[config.mk]
export PLATFORM = sky130hd
export DESIGN_NAME = edge_capture_unit
export DESIGN_NICKNAME = d
export VERILOG_FILES = /design/src/rtl/ecu_pkg.sv /design/src/rtl/ecu_sync.sv /design/src/rtl/ecu_channel.sv /design/src/rtl/edge_capture_unit.sv
export SDC_FILE = /design/constraint.sdc
export NUM_CORES = 1
export LEC_CHECK = 0
export BUFFER_PORTS_ARGS = -buffer_cell sky130_fd_sc_hd__buf_2
export CAP_MARGIN = 0
export CORE_UTILIZATION = 60
export DETAILED_ROUTE_END_ITERATION = 16
export GPL_ROUTABILITY_DRIVEN = 1
export PLACE_DENSITY = 0.83
export SKIP_CTS_REPAIR_TIMING = 1
export SYNTH_ARGS = -nofsm -noshare
export SYNTH_HDL_FRONTEND = slang
export SYNTH_SLANG_ARGS = --single-unit
[constraint.sdc]
create_clock -name clk -period 2.05 [get_ports clk]
set_input_delay 0.205 -clock clk [delete_from_list [all_inputs] [get_ports clk]]
set_output_delay 0.205 -clock clk [all_outputs]
set_load 0.005 [all_outputs]
[src/rtl/ecu_pkg.sv]
package ecu_pkg;
    typedef enum logic {
        LVL_LOW  = 1'b0,
        LVL_HIGH = 1'b1
    } lvl_t;

    localparam int unsigned ADDR_W    = 3;
    localparam logic [2:0]  A_CTRL    = 3'd4;
    localparam logic [2:0]  A_MASK    = 3'd5;
    localparam logic [2:0]  A_FLAG    = 3'd6;
endpackage

[src/rtl/ecu_sync.sv]
module ecu_sync #(
    parameter int unsigned STAGES = 2
) (
    input  logic clk,
    input  logic rst_n,
    input  logic d_async,
    output logic q_sync
);
    logic [STAGES-1:0] chain_q;

    always_ff @(posedge clk or negedge rst_n) begin
        if (!rst_n) chain_q <= '0;
        else        chain_q <= {chain_q[STAGES-2:0], d_async};
    end

    assign q_sync = chain_q[STAGES-1];
endmodule

[src/rtl/ecu_channel.sv]
module ecu_channel
    import ecu_pkg::*;
#(
    parameter int unsigned TS_W = 16
) (
    input  logic            clk,
    input  logic            rst_n,
    input  logic            pin_s,
    input  logic [1:0]      sel,
    input  logic            cap_en,
    input  logic [TS_W-1:0] ts,
    input  logic            load_we,
    input  logic [TS_W-1:0] load_data,
    output logic            hit,
    output logic [TS_W-1:0] cap_q
);
    lvl_t state_q, state_d;
    logic rise, fall;

    always_ff @(posedge clk or negedge rst_n) begin
        if (!rst_n) state_q <= LVL_LOW;
        else        state_q <= state_d;
    end

    always_comb begin
        state_d = state_q;
        rise    = 1'b0;
        fall    = 1'b0;
        unique case (state_q)
            LVL_LOW:  if (pin_s)  begin state_d = LVL_HIGH; rise = 1'b1; end
            LVL_HIGH: if (!pin_s) begin state_d = LVL_LOW;  fall = 1'b1; end
        endcase
    end

    assign hit = cap_en && ((rise && sel[0]) || (fall && sel[1]));

    always_ff @(posedge clk or negedge rst_n) begin
        if (!rst_n)       cap_q <= '0;
        else if (hit)     cap_q <= ts;
        else if (load_we) cap_q <= load_data;
    end

    assert_capture_on_edge_R3: assert property (@(posedge clk) disable iff (!rst_n)
        hit |=> cap_q == $past(ts));

    assert_disabled_field_holds_R2: assert property (@(posedge clk) disable iff (!rst_n)
        (sel == 2'b00 && !load_we) |=> $stable(cap_q));
endmodule

[src/rtl/edge_capture_unit.sv]
module edge_capture_unit
    import ecu_pkg::*;
#(
    parameter int unsigned NUM_CH = 4,
    parameter int unsigned TS_W   = 16,
    parameter int unsigned SYNC_N = 2
) (
    input  logic              clk,
    input  logic              rst_n,
    input  logic [TS_W-1:0]   ts_in,
    input  logic [NUM_CH-1:0] cap_pin,
    input  logic              bus_wr,
    input  logic [ADDR_W-1:0] bus_addr,
    input  logic [TS_W-1:0]   bus_wdata,
    output logic [TS_W-1:0]   bus_rdata,
    output logic              irq
);
    localparam int unsigned SEL_W    = 2 * NUM_CH;
    localparam int unsigned MODE_BIT = 8;
    localparam int unsigned LAST     = NUM_CH - 1;

    logic [SEL_W-1:0]  sel_q;
    logic              mode_q;
    logic [NUM_CH-1:0] mask_q, flag_q, hit, pin_s, ev;
    logic [TS_W-1:0]   cap [NUM_CH];
    logic              cmp_hit;

    genvar g;
    generate
        for (g = 0; g < NUM_CH; g++) begin : g_ch
            logic ch_en, ch_we;
            ecu_sync #(.STAGES(SYNC_N)) u_sync (
                .clk(clk), .rst_n(rst_n), .d_async(cap_pin[g]), .q_sync(pin_s[g]));
            if (g == LAST) begin : g_shared
                assign ch_en = mode_q;
                assign ch_we = bus_wr && (bus_addr == ADDR_W'(g)) && !mode_q;
            end else begin : g_plain
                assign ch_en = 1'b1;
                assign ch_we = 1'b0;
            end
            ecu_channel #(.TS_W(TS_W)) u_chan (
                .clk(clk), .rst_n(rst_n), .pin_s(pin_s[g]),
                .sel(sel_q[2*g+1 -: 2]), .cap_en(ch_en), .ts(ts_in),
                .load_we(ch_we), .load_data(bus_wdata),
                .hit(hit[g]), .cap_q(cap[g]));
        end
    endgenerate

    assign cmp_hit = !mode_q && (ts_in == cap[LAST]);

    always_comb begin
        ev       = hit;
        ev[LAST] = hit[LAST] | cmp_hit;
    end

    always_ff @(posedge clk or negedge rst_n) begin
        if (!rst_n) begin
            sel_q  <= '0;
            mode_q <= 1'b0;
            mask_q <= '0;
        end else if (bus_wr) begin
            if (bus_addr == A_CTRL) begin
                sel_q  <= bus_wdata[SEL_W-1:0];
                mode_q <= bus_wdata[MODE_BIT];
            end
            if (bus_addr == A_MASK) mask_q <= bus_wdata[NUM_CH-1:0];
        end
    end

    always_ff @(posedge clk or negedge rst_n) begin
        if (!rst_n) flag_q <= '0;
        else begin
            for (int i = 0; i < NUM_CH; i++) begin
                if (ev[i])
                    flag_q[i] <= 1'b1;
                else if (bus_wr && bus_addr == A_FLAG && bus_wdata[i])
                    flag_q[i] <= 1'b0;
            end
        end
    end

    always_comb begin
        bus_rdata = '0;
        case (bus_addr)
            A_CTRL: begin
                bus_rdata[SEL_W-1:0] = sel_q;
                bus_rdata[MODE_BIT]  = mode_q;
            end
            A_MASK: bus_rdata[NUM_CH-1:0] = mask_q;
            A_FLAG: bus_rdata[NUM_CH-1:0] = flag_q;
            default: begin
                for (int i = 0; i < NUM_CH; i++)
                    if (bus_addr == ADDR_W'(i)) bus_rdata = cap[i];
            end
        endcase
    end

    assign irq = |(flag_q & mask_q);

    generate
        for (g = 0; g < NUM_CH; g++) begin : g_chk
            assert_hit_sets_flag_R4: assert property (@(posedge clk) disable iff (!rst_n)
                ev[g] |=> flag_q[g]);
            assert_flag_clear_needs_w1c_R5: assert property (@(posedge clk) disable iff (!rst_n)
                $fell(flag_q[g]) |-> $past(bus_wr && bus_addr == A_FLAG && bus_wdata[g]));
        end
    endgenerate

    assert_compare_sets_flag_R8: assert property (@(posedge clk) disable iff (!rst_n)
        (!mode_q && ts_in == cap[LAST]) |=> flag_q[LAST]);
    assert_irq_needs_mask_R4: assert property (@(posedge clk) disable iff (!rst_n)
        irq |-> (mask_q != '0));
endmodule

==> results.json <==
{
  "status": "finished clean",
  "reg2reg_slack_ns": 0.23,
  "route.detailed.drc": 0,
  "gp_congestion": 0.784,
  "holdWs_ns": 0.0835,
  "ioPinCount": 59,
  "tns_ns": 0,
  "met3_usage_pct": 6.97,
  "yosysWarnings": 0,
  "syn-mean-instance-area_um2": 13.4,
  "firstDrtPassIters": 4,
  "synthArstFlopShare_pct": 100,
  "place_inst": 474,
  "rows": 30,
  "grt_use_total_pct": 26.6,
  "fmax_mhz": 549,
  "fin_worst_skew_ns": 0.0102,
  "crit_arrival_ns": 2.07,
  "die_h_um": 87.9,
  "core_um2": 6940,
  "slew_viol_final": 0,
  "pwr-share-comb_pct": 27.9,
  "grt_max_degree": 59,
  "synth_nets": 372,
  "utilization_pct": 72.4,
  "die-area_um2": 7720,
  "initial_core_util_pct": 63.7,
  "cp_slowest_stage_delay_ns": 0.83,
  "ys_seq_area_share_pct": 52.6,
  "antenna_left": 0,
  "worst_setup_path_start_kind": "flop",
  "vias": 2928,
  "synthCells": 330,
  "synthFlopType": "dfrtp_1",
  "grt_overflow": 0,
  "fin_cells": 495,
  "diodes": 0,
  "cts_made_buffers": 9,
  "grt_antenna_before_repair": 0,
  "final_nets": 436,
  "worstPathCellList": "nand2_1 > o21ai_2 > mux2_2",
  "clockBufferDepth": 2,
  "viasPerCell": 5.92,
  "busiest_layer": "met2",
  "first_iter_violations": 141,
  "power.internal_w": 0.00380,
  "hpwl_um": 6350,
  "pwr-share-seq_pct": 51.0,
  "switchingPower_w": 0.00169,
  "grt_use_met2_pct": 43.3,
  "rsz0062_at_grt": "false",
  "critPathKind": "flop to flop",
  "grtUsageMet1_pct": 35.0,
  "wl_um": 9370,
  "clock_sinks": 93,
  "drive_above_1_share_pct": 41.9,
  "grt_first_pass_wirelength_um": 14900,
  "powerDensity_nw_per_um2": 1090,
  "synth_cell_type_count": 33,
  "tightest_slew_ns": 1.09,
  "irDropWorstVdd_uv": 480,
  "cp_max_fo": 17,
  "p_leak_nw": 2.27,
  "swShare_pct": 30.8,
  "fin_crit_sh_pct": 88.9,
  "crit_buf_inv": 0,
  "synth_edf_count": 0,
  "setup_viol": 0,
  "drv_cap": 0,
  "worst_path_dominant_cell_family": "compound AO/OA/AOI/OAI gates",
  "synthesis.area_um2": 4420,
  "hp-class": "input port to flop",
  "timing_hold_violations_final": 0,
  "ys_ff_latch": 93,
  "finalCriticalPeriod_ns": 1.82,
  "grt_pass1_vias": 2906,
  "worst_setup_path_end_kind": "flop",
  "port_buffers": 58,
  "cp_slowest_cell": "o21ai_2",
  "fill_cells": 481,
  "die_x_um": 87.9,
  "p_total_w": 0.00549,
  "crit_required_ns": 2.30,
  "tritoncts": "yes",
  "p_clk_share_pct": 21.1,
  "slew_headroom_pct": 27.2,
  "cts_root_buf": "clkbuf_8",
  "htreeDepth": 3,
  "clock_latency_ns": 0.37,
  "routedWlPerCell_um": 18.9,
  "synthToLayoutAreaGrowth_pct": 13.7,
  "path_clk_slew_ns": 0.09
}
power groups by stage:
stage	clock [W]	sequential (W)	combinational, W
finish	0.00116	0.00280	0.00153
global route	0.00125	0.00288	0.00168
CTS	0.00116	0.00280	0.00154
detailed placement	0	0.00283	0.00153
global placement	0	0.00279	0.00146
floorplan	0	0.00269	0.00116
flip-flops by register name (all words and copies together) (netlist names):
| name | flops |
|---|---|
| flag_q | 4 |
| g_ch.ch_en | 1 |
| mask_q | 4 |
| g_ch.u_chan.state_q | 4 |
| g_ch.u_chan.cap_q | 64 |
| g_ch.u_sync.chain_q | 8 |
| sel_q | 8 |
worst paths after layout:
check | start | end | depth (start not counted)
max in group asynchronous | rst_n | g_ch[0].u_chan.cap_q[3]$_DFFE_PN0P_ | 3
max reg2reg | sel_q[5]$_DFFE_PN0P_ | g_ch[2].u_chan.cap_q[13]$_DFFE_PN0P_ | 3
min in group asynchronous | rst_n | g_ch[1].u_chan.cap_q[9]$_DFFE_PN0P_ | 2
min | bus_wdata[5] | sel_q[5]$_DFFE_PN0P_ | 2
max | sel_q[5]$_DFFE_PN0P_ | g_ch[2].u_chan.cap_q[13]$_DFFE_PN0P_ | 3
min reg2reg | g_ch[2].u_sync.chain_q[0]$_DFF_PN0_ | g_ch[2].u_sync.chain_q[1]$_DFF_PN0_ | 0
metrics by stage:
step / worst slack (ns) / cell area (µm²)
finish: 0.227 / 5030
global route: 0.130 / 5030
CTS: 0.218 / 4980
detailed placement: 0.237 / 4790
global placement: 0.251 / 4790
floorplan: 0.626 / 4420
layout by cell type (no fill, tap or decap), types with 2 or more instances in the layout:
| cell | instances |
|---|---|
| buf_2 | 57 |
| mux2_1 | 3 |
| inv_1 | 12 |
| xor2_1 | 16 |
| clkinvlp_4 | 2 |
| mux4_2 | 16 |
| buf_12 | 2 |
| a21oi_1 | 17 |
| nand2_1 | 15 |
| o21ai_2 | 3 |
| a21oi_2 | 7 |
| buf_4 | 5 |
| nor4_1 | 3 |
| nand3b_1 | 4 |
| mux2i_1 | 13 |
| clkbuf_8 | 10 |
| dlygate4sd3_1 | 5 |
| dfrtp_1 | 93 |
| a22oi_1 | 2 |
| inv_6 | 2 |
| o22ai_1 | 12 |
| and3b_1 | 2 |
| nor2_1 | 17 |
| nor2b_1 | 8 |
| a21o_1 | 3 |
| mux2_2 | 58 |
worst reg2reg max path, cell delays in order, from the launching register on:
cell,delay [ns]
dfrtp_1,0.38
nand2_1,0.07
o21ai_2,0.83
mux2_2,0.42
synth_stat cells (5+ instances only):
cell     number  area share, %
o22ai_1      12            1.7
mux2_2       58             15
nor2_1       17            1.4
buf_6         5            1.3
a21oi_1      17            1.9
a21oi_2       7            1.4
nor2b_1       8            1.1
inv_1        12            1.0
mux2i_1      13            2.9
buf_2         6           0.68
mux4_2       16            8.1
xor2_1       16            3.2
dfrtp_1      93             53
nand2_1      15            1.3
cell families (layout without fill, tap and decap cells):
logic type	Yosys count	count (layout)	share of synthesized area, %
DFF	93	93	52.6
xor gates and xnor gates	16	16	3.17
muxes	90	90	26.6
AOI/OAI and AO/OA	45	45	6.65
buffers and inverters	28	97	3.56
and+or+nand+nor	58	58	7.38
layer usage:
metal,up-vias,share of wire [%]
met5,-,0
met4,0,2.3
met3,20,4.3
li1,1316,-
met2,93,50
met1,1499,43
layout make-up:
| class | instances | area [µm²] | share of cell area (%) |
|---|---|---|---|
| Timing Repair Buffer | 69 | 413 | 8.21 |
| Clock inverter | 6 | 46.3 | 0.921 |
| Sequential cell | 93 | 2330 | 46.3 |
| Inverter | 12 | 45.0 | 0.896 |
| Tap cell | 96 | 120 | 2.39 |
| Multi-Input combinational cell | 209 | 1940 | 38.6 |
| Clock buffer | 10 | 138 | 2.74 |
(Power assumes the default switching activity.)
